<file path="src/rtl/alm_pkg.sv">
// Package: shared constants and types for the alarm comparator.
// Assumes five BCD fields ordered from seconds (index 0) up to month (index 4).
package alm_pkg;
    localparam int NFIELDS = 5;
    localparam int FIELD_W = 8;
    localparam int CODE_W  = 5;

    localparam int F_SEC  = 0;
    localparam int F_MIN  = 1;
    localparam int F_HOUR = 2;
    localparam int F_DATE = 3;
    localparam int F_MON  = 4;

    // Repeat mode; the numeric value is the count of low fields compared.
    typedef enum logic [2:0] {
        RM_EVERY_SEC   = 3'd0,
        RM_EVERY_MIN   = 3'd1,
        RM_EVERY_HOUR  = 3'd2,
        RM_EVERY_DAY   = 3'd3,
        RM_EVERY_MONTH = 3'd4,
        RM_EVERY_YEAR  = 3'd5
    } rpt_mode_e;

    typedef logic [NFIELDS-1:0][FIELD_W-1:0] field_vec_t;
endpackage

</file>
<file path="src/rtl/alm_rpt_decode.sv">
// Module: alm_rpt_decode
// Turns the 5-bit repeat code into a repeat mode and a per-field compare mask.
// Assumes mask bit i covers field index i (seconds first). Unlisted codes fall
// back to the every-second mode.
module alm_rpt_decode
    import alm_pkg::*;
#(
    parameter int N_FIELDS = NFIELDS,
    parameter int C_W      = CODE_W
) (
    input  logic [C_W-1:0]      code,
    output rpt_mode_e           mode,
    output logic [N_FIELDS-1:0] mask
);
    // Map legal thermometer codes to modes, everything else to every-second.
    always_comb begin
        case (code)
            5'b11111: mode = RM_EVERY_SEC;
            5'b11110: mode = RM_EVERY_MIN;
            5'b11100: mode = RM_EVERY_HOUR;
            5'b11000: mode = RM_EVERY_DAY;
            5'b10000: mode = RM_EVERY_MONTH;
            5'b00000: mode = RM_EVERY_YEAR;
            default:  mode = RM_EVERY_SEC;
        endcase
    end

    // Field i is compared when the mode covers more than i low fields.
    for (genvar gi = 0; gi < N_FIELDS; gi++) begin : g_mask
        assign mask[gi] = (gi < int'(mode));
    end
endmodule

</file>
<file path="src/rtl/alm_field_cmp.sv">
// Module: alm_field_cmp
// Compares the masked time fields against the alarm fields and reports a hit.
// Assumes both field vectors are stable in the cycle where the result is used.
module alm_field_cmp
    import alm_pkg::*;
#(
    parameter int N_FIELDS = NFIELDS,
    parameter int W        = FIELD_W
) (
    input  logic [N_FIELDS-1:0][W-1:0] cur_v,
    input  logic [N_FIELDS-1:0][W-1:0] alm_v,
    input  logic [N_FIELDS-1:0]        mask,
    input  logic                       disabled,
    output logic                       hit
);
    logic [N_FIELDS-1:0] field_ok;

    // A field passes when it is excluded or equal to its alarm value.
    for (genvar gi = 0; gi < N_FIELDS; gi++) begin : g_eq
        assign field_ok[gi] = !mask[gi] || (cur_v[gi] == alm_v[gi]);
    end

    // Combine all fields and apply the disable pattern.
    always_comb begin
        hit = (&field_ok) && !disabled;
    end
endmodule

</file>
<file path="src/rtl/alm_flag_ctrl.sv">
// Module: alm_flag_ctrl
// Holds the enables, the alarm flag and the interrupt state.
// Assumes match is only meaningful when tick is high; a match beats a read.
module alm_flag_ctrl (
    input  logic clk,
    input  logic rst_n,
    input  logic tick,
    input  logic match,
    input  logic rd,
    input  logic on_battery,
    input  logic cfg_we,
    input  logic cfg_irq_en,
    input  logic cfg_bkup_en,
    output logic flag_q,
    output logic irq_q,
    output logic irq_en_q,
    output logic bkup_en_q
);
    logic fire;
    logic irq_allowed;

    // Decide whether this cycle raises an alarm and whether it may interrupt.
    always_comb begin
        fire        = tick && match;
        irq_allowed = irq_en_q && (!on_battery || bkup_en_q);
    end

    // Enable registers: cleared at power-up, loaded by the config strobe.
    always_ff @(posedge clk) begin
        if (!rst_n) begin
            irq_en_q  <= 1'b0;
            bkup_en_q <= 1'b0;
        end else if (cfg_we) begin
            irq_en_q  <= cfg_irq_en;
            bkup_en_q <= cfg_bkup_en;
        end
    end

    // Flag and interrupt: set on an alarm, released by a flags read.
    always_ff @(posedge clk) begin
        if (!rst_n) begin
            flag_q <= 1'b0;
            irq_q  <= 1'b0;
        end else if (fire) begin
            flag_q <= 1'b1;
            irq_q  <= irq_q || irq_allowed;
        end else if (rd) begin
            flag_q <= 1'b0;
            irq_q  <= 1'b0;
        end
    end
endmodule

</file>
<file path="src/rtl/alarm_match_unit.sv">
// Module: alarm_match_unit (top)
// Once-per-second BCD alarm comparator with repeat modes, flag and interrupt.
// Assumes the time fields are already updated in the cycle sec_tick is high.
module alarm_match_unit
    import alm_pkg::*;
#(
    parameter int W   = FIELD_W,
    parameter int C_W = CODE_W
) (
    input  logic           clk,
    input  logic           rst_n,
    input  logic           sec_tick,
    input  logic [W-1:0]   cur_mon,
    input  logic [W-1:0]   cur_date,
    input  logic [W-1:0]   cur_hour,
    input  logic [W-1:0]   cur_min,
    input  logic [W-1:0]   cur_sec,
    input  logic [W-1:0]   alm_mon,
    input  logic [W-1:0]   alm_date,
    input  logic [W-1:0]   alm_hour,
    input  logic [W-1:0]   alm_min,
    input  logic [W-1:0]   alm_sec,
    input  logic [C_W-1:0] rpt_code,
    input  logic           cfg_we,
    input  logic           cfg_irq_en,
    input  logic           cfg_bkup_en,
    input  logic           flag_rd,
    input  logic           on_battery,
    output logic           alarm_flag,
    output logic           irq_n
);
    localparam int NF = NFIELDS;

    logic [NF-1:0][W-1:0] cur_v;
    logic [NF-1:0][W-1:0] alm_v;
    logic [NF-1:0]        cmp_mask;
    rpt_mode_e            mode;
    logic                 disabled;
    logic                 hit;
    logic                 flag_q;
    logic                 irq_q;
    logic                 irq_en_q;
    logic                 bkup_en_q;

    // Pack the individual fields in compare order, seconds first.
    always_comb begin
        cur_v[F_SEC]  = cur_sec;
        cur_v[F_MIN]  = cur_min;
        cur_v[F_HOUR] = cur_hour;
        cur_v[F_DATE] = cur_date;
        cur_v[F_MON]  = cur_mon;
        alm_v[F_SEC]  = alm_sec;
        alm_v[F_MIN]  = alm_min;
        alm_v[F_HOUR] = alm_hour;
        alm_v[F_DATE] = alm_date;
        alm_v[F_MON]  = alm_mon;
    end

    // Zero repeat code together with a zero alarm date disables the alarm.
    always_comb begin
        disabled = (rpt_code == '0) && (alm_date == '0);
    end

    alm_rpt_decode #(.N_FIELDS(NF), .C_W(C_W)) u_decode (
        .code (rpt_code),
        .mode (mode),
        .mask (cmp_mask)
    );

    alm_field_cmp #(.N_FIELDS(NF), .W(W)) u_cmp (
        .cur_v    (cur_v),
        .alm_v    (alm_v),
        .mask     (cmp_mask),
        .disabled (disabled),
        .hit      (hit)
    );

    alm_flag_ctrl u_ctrl (
        .clk         (clk),
        .rst_n       (rst_n),
        .tick        (sec_tick),
        .match       (hit),
        .rd          (flag_rd),
        .on_battery  (on_battery),
        .cfg_we      (cfg_we),
        .cfg_irq_en  (cfg_irq_en),
        .cfg_bkup_en (cfg_bkup_en),
        .flag_q      (flag_q),
        .irq_q       (irq_q),
        .irq_en_q    (irq_en_q),
        .bkup_en_q   (bkup_en_q)
    );

    // Drive the outputs; the interrupt pin is active low.
    always_comb begin
        alarm_flag = flag_q;
        irq_n      = !irq_q;
    end
endmodule

</file>
<file path="config.mk">
export PLATFORM = sky130hd
export DESIGN_NAME = alarm_match_unit
export DESIGN_NICKNAME = d
export VERILOG_FILES = /design/src/rtl/alm_pkg.sv /design/src/rtl/alm_rpt_decode.sv /design/src/rtl/alm_field_cmp.sv /design/src/rtl/alm_flag_ctrl.sv /design/src/rtl/alarm_match_unit.sv
export SDC_FILE = /design/constraint.sdc
export NUM_CORES = 1
export LEC_CHECK = 0
export ABC_CLOCK_PERIOD_IN_PS = 2200
export CORE_UTILIZATION = 28
export CTS_CLUSTER_SIZE = 10
export DETAILED_ROUTE_END_ITERATION = 12
export HOLD_SLACK_MARGIN = 0.08
export PLACE_DENSITY = 0.85
export SYNTH_ARGS = -nofsm -noshare
export SYNTH_HDL_FRONTEND = slang
export SYNTH_HIERARCHICAL = 1
export SYNTH_SLANG_ARGS = --single-unit
</file>
<file path="constraint.sdc">
create_clock -name clk -period 2.2 [get_ports clk]
set_input_delay 0.22 -clock clk [delete_from_list [all_inputs] [get_ports clk]]
set_output_delay 0.22 -clock clk [all_outputs]
set_load 0.03 [all_outputs]
</file>
==> flow_summary_export.csv, run 1 <==
group,metric,value,unit
status,outcome,"completed",
detailed_routing,first_iter_violations,4,
setup_path,crit_type,"primary input to flip-flop",
global_routing,grt_use_total,19.29,%
synth,synth_area_per_cell,8.230,µm²
synth,synth_warnings,6,
global_routing,grt_pass1_wl,3.946,mm
clock_network,cts_tree,"built",
power,p_int,0.3444,mW
detailed_routing,first_pass_iters,3,
setup_path,endpoint_kind,"flip-flop",
worst_hold_path,holdPathStages,2,
clock_network,numCtsBuffers,3,
timing,rsz0062_at_grt,"false",
clock_network,clk_latency,0.24,ns
clock_network,cts_setup_buffers,0,
timing,tightest_slew,0.3125,ns
clock_network,clkTransAtPathRegs,0.04,ns
synth,syn-instance-count,90,
worst_hold_path,hold_end,"u_ctrl/irq_q",
clock_network,clk_path_buf_depth,2,
detailed_routing,post-route-drc-count,0,
setup_path,reg2reg_depth,3,
final_layout,area_delta_synth_final,134.5,%
detailed_routing,vias_per_cell,4.620,
floorplanning,die-area,2855,µm²
placement,placed_area,1714,µm²
final_layout,diodes,0,
placement,io_buffers,94,
synth,syn_nets,183,
setup_path,cp_data_arrival_time,2.09,ns
power,sw_frac_of_total,26.41,%
power,power_switching,0.1236,mW
power,clkPwrFrac,20.4,%
power,pwr-share-seq,16.8,%
power,p_leak,0.5891,nW
timing,finalCritPeriodShare,87.58,%
final_layout,seq_area,80.08,µm²
final_layout,multi_input_area,648.1,µm²
worst_hold_path,min_path_type,"flip-flop to flip-flop",
power,power_frac_comb,62.8,%
clock_network,cts.sinks,4,
global_routing,grt_max_degree,7,
floorplanning,core-area,2477,µm²
worst_hold_path,holdCritStartpoint,"u_ctrl/irq_q",
setup_path,cp_max_fo,6,
placement,gp_congestion,0.7264,
clock_network,cts_resized,0,
global_routing,grt_pass1_vias,1040,
timing,min_period,1.927,ns
timing,slew_headroom,79.10,%
synth,netlist_area,740.7,µm²
timing,hold_violations,0,
floorplanning,io-pin-count,95,
clock_network,root_buffer,"clkbuf_4",
timing,setup_viol,0,
timing,tns,0,ns
setup_path,crit_required,2.37,ns
timing,fin_ws,0.2733,ns
detailed_routing,wl_per_cell,12.24,µm
setup_path,startpoint_type,"primary input",
power,power_density,269.5,nW/µm²
floorplanning,die_h,53.44,µm
power,ir_worst_vdd,304.8,µV
placement,hpwl,2.432,mm
timing,maxSlewViolCount,0,
clock_network,cts_hold_buf,0,
detailed_routing,drtAntennaViolNets,0,
timing,skew,0.003064,ns
floorplanning,num_rows,18,
final_layout,finalNetCount,281,
setup_path,worst_r2r_startpoint,"u_ctrl/bkup_en_q",
placement,pre_cts_slack,0.02053,ns
detailed_routing,vias,998,
floorplanning,chipWidth,53.44,µm
global_routing,antenna_found_initial,0,
flow_run,maxCapViolCount,0,
setup_path,r2r-end,"u_ctrl/irq_q",
global_routing,grt_overflow_total,0,
timing,fmax,519.0,MHz
detailed_routing,wirelength,2.643,mm
final_layout,nFillCells,216,
clock_network,htreeDepth,1,
final_layout,final_layout_size_suffix_gt1_share,4.301,%
final_layout,finish.instance_area,1737,µm²
setup_path,r2r_slack,1.38,ns
floorplanning,start_util,29.90,%
## area by class of cell
| cell class | count | area share [%] |
|---|---|---|
| Clock buffer | 3 | 1.297 |
| Tap cell | 30 | 2.161 |
| Inverter | 2 | 0.4323 |
| Timing Repair Buffer | 94 | 54.18 |
| Multi-Input combinational cell | 83 | 37.32 |
| Sequential cell | 4 | 4.611 |
## cell usage in the layout, fill, tap and decap left out
cell type and n:
clkdlybuf4s50_1 94, xnor2_1 32, nand4_1 9, xor2_1 8
nand2_1 5, dfxtp_1 4, nor4_1 3, nor3_1 3
clkbuf_4 3, o21ai_1 3, nor2b_1 3, nor2_1 2
inv_1 2, nor4_2 2, mux2i_1 2, and4_1 1
o21ai_0 1, a211oi_2 1, nand2b_1 1, a21boi_0 1
a211o_1 1, a22oi_2 1, nor4_4 1, o21a_1 1
a21oi_1 1, and2b_1 1
## sequential cells by signal, indices dropped and copies added (netlist names)
signal	flops
u_ctrl/irq_q	1
u_ctrl/flag_q	1
u_ctrl/bkup_en_q	1
u_ctrl/irq_en_q	1
## through the flow
| stage | hold WS, ns | cells | util (%) | power, mW |
|---|---|---|---|---|
| 6_report | 0.4880 | 216 | 70.10 | 0.4681 |
| 5_1_grt | 0.5001 | 216 | 70.10 | 0.5022 |
| 4_1_cts | 0.4858 | 216 | 70.10 | 0.4762 |
| 3_5_place_dp | 0.4809 | 213 | 69.19 | 0.3758 |
| 3_3_place_gp | 0.4612 | 213 | 69.19 | 0.3673 |
| 2_1_floorplan | 0.3220 | 90 | - | 0.1745 |
## routing by layer
layer | share of wire (%) | vias to the layer above | global-route usage [%] | wire length, µm
met5 | 0 | - | 0 | 0
met4 | 0 | 0 | 3.947 | 0
met3 | 11 | 0 | 7.184 | 287
met2 | 57 | 51 | 40.63 | 1519
met1 | 32 | 433 | 16.42 | 836
li1 | - | 514 | - | -
## power groups by stage
stage | registers, mW | clock network, mW | logic, mW
after floorplan | 0.0825 | 0 | 0.0920
after global placement | 0.0799 | 0 | 0.287
after detailed placement | 0.0800 | 0 | 0.296
after CTS | 0.0788 | 0.101 | 0.297
after global routing | 0.0792 | 0.107 | 0.316
final | 0.0788 | 0.0954 | 0.294
## critical path, stage by stage
cell	delay [ns]
clkdlybuf4s50_1	0.62
nor4_4	0.09
and2b_1	0.17
o21ai_1	0.10
nand4_1	0.15
a211oi_2	0.21
nand2_1	0.12
a211o_1	0.30
a22oi_2	0.11
## worst max-delay path by stage
stage / start / to / slack, ns / cells after the start
2_1_floorplan: rpt_code[3] / u_ctrl/irq_q / 0.70 / 9
3_3_place_gp: rpt_code[3] / u_ctrl/irq_q / 0.16 / 9
3_5_place_dp: rpt_code[2] / u_ctrl/irq_q / 0.02 / 10
4_1_cts: rpt_code[2] / u_ctrl/irq_q / 0.27 / 10
5_1_grt: rpt_code[3] / u_ctrl/irq_q / 0.09 / 9
6_report: rpt_code[2] / u_ctrl/irq_q / 0.27 / 9
No activity file was read; power rests on OpenSTA's default activity.
==> run 2: changes to the inputs <==
Settings changed: CORE_MARGIN from default to 5.
==> run 2 against run 1 <==
  * Sequential cell count unchanged
  * Largest power group unchanged
  * Maximum frequency increased by 0.87%
  * Wire length increased by 10%
  * Global-route usage decreased by 3.8 points
  * Sequential power about the same
==> flow_summary_export.csv, run 2 (same netlist as run 1, synthesis figures left out) <==
group,metric,value,unit
final_layout,area_delta_synth_final,134.5,%
setup_path,path_cells,"clkdlybuf4s50_1 > nor2_1 > a21oi_1 > nor3_1 > o21ai_1 > nand4_1 > a211oi_2 > nand2_1 > a211o_1 > a22oi_2",
clock_network,clk_latency,0.24,ns
detailed_routing,drtAntennaViolNets,0,
final_layout,fin_util,69.47,%
setup_path,crit_type,"primary input to flip-flop",
floorplanning,die-area,3774,µm²
timing,setup_viol,0,
timing,slew_headroom,79.21,%
timing,min_period,1.910,ns
setup_path,crit_required,2.36,ns
floorplanning,io-pin-count,95,
global_routing,grt_pass1_wl,4.374,mm
setup_path,endpoint_kind,"flip-flop",
floorplanning,chipWidth,61.44,µm
timing,fin_ws,0.2900,ns
placement,gp_congestion,0.7669,
global_routing,grt_pass1_vias,1059,
final_layout,final_cell_mix,"clkdlybuf4s50_1, xnor2_1, nand4_1",
detailed_routing,first_pass_iters,4,
global_routing,antenna_found_initial,0,
global_routing,grt_max_degree,7,
detailed_routing,vias_per_cell,4.648,
timing,tns,0,ns
clock_network,cts_tree,"built",
setup_path,cp_max_fo,6,
worst_hold_path,min_path_type,"flip-flop to flip-flop",
detailed_routing,post-route-drc-count,0,
floorplanning,die_h,61.44,µm
timing,fmax,523.6,MHz
final_layout,diodes,0,
detailed_routing,first_iter_violations,7,
global_routing,grt_overflow_total,0,
setup_path,crit_path_max_incr_delay,0.62,ns
status,outcome,"completed",
setup_path,slowest_stage,"clkdlybuf4s50_1",
clock_network,cts.sinks,4,
final_layout,layout.cells.non_filler,216,
placement,pre_cts_slack,0.04528,ns
power,p_leak,0.5891,nW
final_layout,nFillCells,208,
power,power.total,0.4609,mW
floorplanning,num_rows,18,
setup_path,cp_data_arrival_time,2.07,ns
clock_network,clk_path_buf_depth,2,
clock_network,htreeDepth,1,
placement,io_buffers,94,
timing,finalCritPeriodShare,86.82,%
detailed_routing,wirelength,2.910,mm
clock_network,numCtsBuffers,3,
placement,hpwl,2.787,mm
clock_network,cts_hold_buf,0,
clock_network,clkTransAtPathRegs,0.03,ns
clock_network,cts_setup_buffers,0,
detailed_routing,wl_per_cell,13.47,µm
clock_network,root_buffer,"clkbuf_4",
timing,hold_violations,0,
power,power_density,265.4,nW/µm²
final_layout,finish.instance_area,1737,µm²
final_layout,layout_commonest_cell,"clkdlybuf4s50_1",
clock_network,cts_resized,0,
power,ir_worst_vdd,274.2,µV
placement,place_inst,213,
detailed_routing,vias,1004,
final_layout,final_layout_size_suffix_gt1_share,4.301,%
timing,maxSlewViolCount,0,
placement,placed_area,1714,µm²
flow_run,maxCapViolCount,0,
final_layout,finalNetCount,281,
timing,hold_slack,0.4798,ns
timing,skew,0.002921,ns
timing,rsz0062_at_grt,"false",
setup_path,startpoint_type,"primary input",
floorplanning,start_util,29.63,%
floorplanning,core-area,2500,µm²
timing,tightest_slew,0.3108,ns
global_routing,grt_use_total,15.51,%
==> run 2: cell counts in the layout (fill, tap and decap cells not counted) <==
Identical to the previous run, type by type.
==> run 2: cell type report <==
cell class	count	area [µm²]	area share, %
clock buffers	3	22.52	1.297
inverters	2	7.507	0.4323
multi-input cells	83	648.1	37.32
flip-flops and latches	4	80.08	4.611
well taps	30	37.54	2.161
repair buffers	94	940.9	54.18
==> run 2: final timing paths <==
check / from / end / slack [ns] / depth (start not counted)
max reg2reg: u_ctrl/bkup_en_q / u_ctrl/irq_q / 1.38 / 3
min reg2reg: u_ctrl/irq_q / u_ctrl/irq_q / 0.48 / 2
min: u_ctrl/irq_q / u_ctrl/irq_q / 0.48 / 2
max: rpt_code[2] / u_ctrl/irq_q / 0.29 / 10
==> run 2: layer usage <==
| layer | global-route usage (%) | up-vias | part of all wire (%) |
|---|---|---|---|
| met5 | 0 | - | 0 |
| met1 | 14.11 | 444 | 30 |
| li1 | - | 511 | - |
| met2 | 32.33 | 47 | 59 |
| met3 | 5.031 | 2 | 11 |
| met4 | 3.636 | 0 | 0.34 |
==> run 2: report_power, final <==
part	leakage (nW)	switching, mW	internal, mW
clock	0.0138	0.0293	0.0609
combinational	0.542	0.0856	0.206
sequential	0.0329	0.00194	0.0770
==> run 2: worst max-delay path, delay by kind of cell <==
| family | cells | cell delay (ns) |
|---|---|---|
| buffers and inverters | 1 | 0.62 |
| and+or+nand+nor | 4 | 0.38 |
| AOI/OAI and AO/OA | 5 | 0.84 |
==> run 3: changes to the inputs <==
Settings changed: ABC_CLOCK_PERIOD_IN_PS 2200 to 1950, CAP_MARGIN from default to 10, CORE_MARGIN 5 to 4, CORE_UTILIZATION 28 to 26, PLACE_DENSITY 0.85 to 0.8.
Clock period 2.2 ns to 1.95 ns, I/O delays scaled along.
==> run 3 against run 2 <==
  * Wire length decreased by 1.9%
  * Combinational power rose by 16%
  * Clock power is 18% higher
  * Global-route usage decreased by 0.53 points
  * Clock skew rose by 0.00069 ns
  * Critical path type unchanged
  * First-iteration DRC count rose by 100%
  * Register-to-register slack got worse by 0.25 ns
  * Sequential share of layout area shrank 0.12 points
  * Final cell count rose by 3.2%
  * Largest power group unchanged
  * Critical path depth is 1 lower
==> flow_summary_export.csv, run 3 (same netlist as run 1, synthesis figures left out) <==
group,metric,value,unit
clock_network,numCtsBuffers,3,
global_routing,grt_overflow_total,0,
global_routing,grt_pass1_wl,4.222,mm
flow_run,maxCapViolCount,0,
floorplanning,io-pin-count,95,
power,power_frac_comb,63.4,%
global_routing,grt_use_total,14.99,%
power,p_leak,0.6183,nW
timing,skew,0.003610,ns
placement,gp_congestion,0.7113,
timing,slew_headroom,79.29,%
detailed_routing,post-route-drc-count,0,
power,power_switching,0.1384,mW
final_layout,final_layout_size_suffix_gt1_share,7.292,%
final_layout,diodes,0,
timing,fmax,550.4,MHz
global_routing,antenna_found_initial,0,
timing,setup_viol,0,
setup_path,worst_r2r_startpoint,"u_ctrl/bkup_en_q",
clock_network,cts_setup_buffers,0,
timing,min_period,1.817,ns
detailed_routing,first_pass_iters,2,
detailed_routing,first_iter_violations,14,
clock_network,cts.sinks,4,
placement,hpwl,2.690,mm
clock_network,cts_resized,0,
setup_path,crit_type,"primary input to flip-flop",
floorplanning,chipWidth,61.38,µm
setup_path,startpoint_type,"primary input",
timing,maxSlewViolCount,0,
power,ir_worst_vdd,427.4,µV
setup_path,cp_data_arrival_time,1.98,ns
timing,hold_violations,0,
final_layout,area_delta_synth_final,140.7,%
setup_path,crit_required,2.12,ns
final_layout,layout_commonest_cell,"clkdlybuf4s50_1",
worst_hold_path,holdCritStartpoint,"u_ctrl/irq_q",
timing,rsz0062_at_grt,"false",
final_layout,finalNetCount,287,
timing,finalCritPeriodShare,93.17,%
floorplanning,core-area,2734,µm²
status,outcome,"completed",
power,pwr-share-seq,16.7,%
setup_path,r2r-end,"u_ctrl/irq_q",
setup_path,r2r_slack,1.13,ns
power,p_int,0.3963,mW
detailed_routing,wirelength,2.855,mm
worst_hold_path,holdPathStages,2,
setup_path,endpoint_kind,"flip-flop",
clock_network,cts_tree,"built",
setup_path,cp_max_fo,6,
global_routing,grt_pass1_vias,1131,
detailed_routing,drtAntennaViolNets,0,
detailed_routing,vias_per_cell,4.623,
timing,tns,0,ns
final_layout,final_cell_mix,"clkdlybuf4s50_1, xnor2_1, nand4_1",
floorplanning,die_h,61.38,µm
worst_hold_path,min_path_type,"flip-flop to flip-flop",
clock_network,clk_latency,0.24,ns
clock_network,clkTransAtPathRegs,0.03,ns
global_routing,grt_max_degree,7,
power,power_density,299.9,nW/µm²
clock_network,htreeDepth,1,
setup_path,reg2reg_depth,3,
detailed_routing,vias,1031,
worst_hold_path,hold_end,"u_ctrl/irq_q",
power,sw_frac_of_total,25.89,%
power,power.total,0.5347,mW
clock_network,cts_hold_buf,0,
power,clkPwrFrac,19.9,%
final_layout,fin_util,65.22,%
clock_network,clk_path_buf_depth,2,
floorplanning,num_rows,19,
clock_network,root_buffer,"clkbuf_4",
floorplanning,start_util,27.09,%
timing,tightest_slew,0.3097,ns
detailed_routing,wl_per_cell,12.80,µm
placement,io_buffers,94,
floorplanning,die-area,3767,µm²
## run 3: cell types whose count changed in the layout (fill, tap and decap cells not counted), sizes merged
cell  previous run  this run
buf              0         6
## run 3: worst max-delay path by stage
stage / start / end / cells after the start
6_report: rpt_code[3] / u_ctrl/irq_q / 9
5_1_grt: rpt_code[3] / u_ctrl/irq_q / 9
2_1_floorplan: rpt_code[3] / u_ctrl/irq_q / 9
3_5_place_dp: rpt_code[3] / u_ctrl/irq_q / 9
3_3_place_gp: rpt_code[3] / u_ctrl/irq_q / 9
4_1_cts: rpt_code[3] / u_ctrl/irq_q / 9
## run 3: power by group through the flow
stage                     sequential, mW  combinational (mW)  clock [mW]
after floorplan                   0.0931               0.104           0
after global placement            0.0903               0.334           0
after detailed placement          0.0904               0.342           0
after CTS                         0.0892               0.343       0.112
after global routing              0.0895               0.365       0.116
final                             0.0892               0.339       0.106
## run 3: worst max-delay path, cell delays in order
cell             delay, ns
clkdlybuf4s50_1       0.61
nor2b_1               0.21
nor4_1                0.06
o21ai_0               0.09
nand4_1               0.12
a211oi_2              0.21
nand2_1               0.09
a211o_1               0.28
a22oi_2               0.11
## run 3: area by class of cell
type                            instances  area (µm²)
Timing Repair Buffer                  100       985.9
Fill cell                             245       950.9
Sequential cell                         4       80.08
Multi-Input combinational cell         83       648.1
Inverter                                2       7.507
Tap cell                               31       38.79
Clock buffer                            3       22.52
## run 3: through the flow
stage / instance area, µm² / std cells / hold WS [ns] / worst slack (ns)
6_report: 1783 / 223 / 0.4727 / 0.1331
5_1_grt: 1783 / 223 / 0.5019 / 0.006302
4_1_cts: 1783 / 223 / 0.4797 / 0.1275
3_5_place_dp: 1760 / 220 / 0.4754 / -0.1136
3_3_place_gp: 1760 / 220 / 0.4630 / -0.04078
2_1_floorplan: 740.7 / 90 / 0.2970 / 0.4724
## run 3: routing by layer
layer | up-vias | GRT usage, % | routed length [µm]
met2 | 65 | 31.42 | 1497
met5 | - | 0 | 0
met1 | 437 | 12.08 | 887
met3 | 8 | 6.080 | 402
met4 | 0 | 5.152 | 68
li1 | 521 | - | -
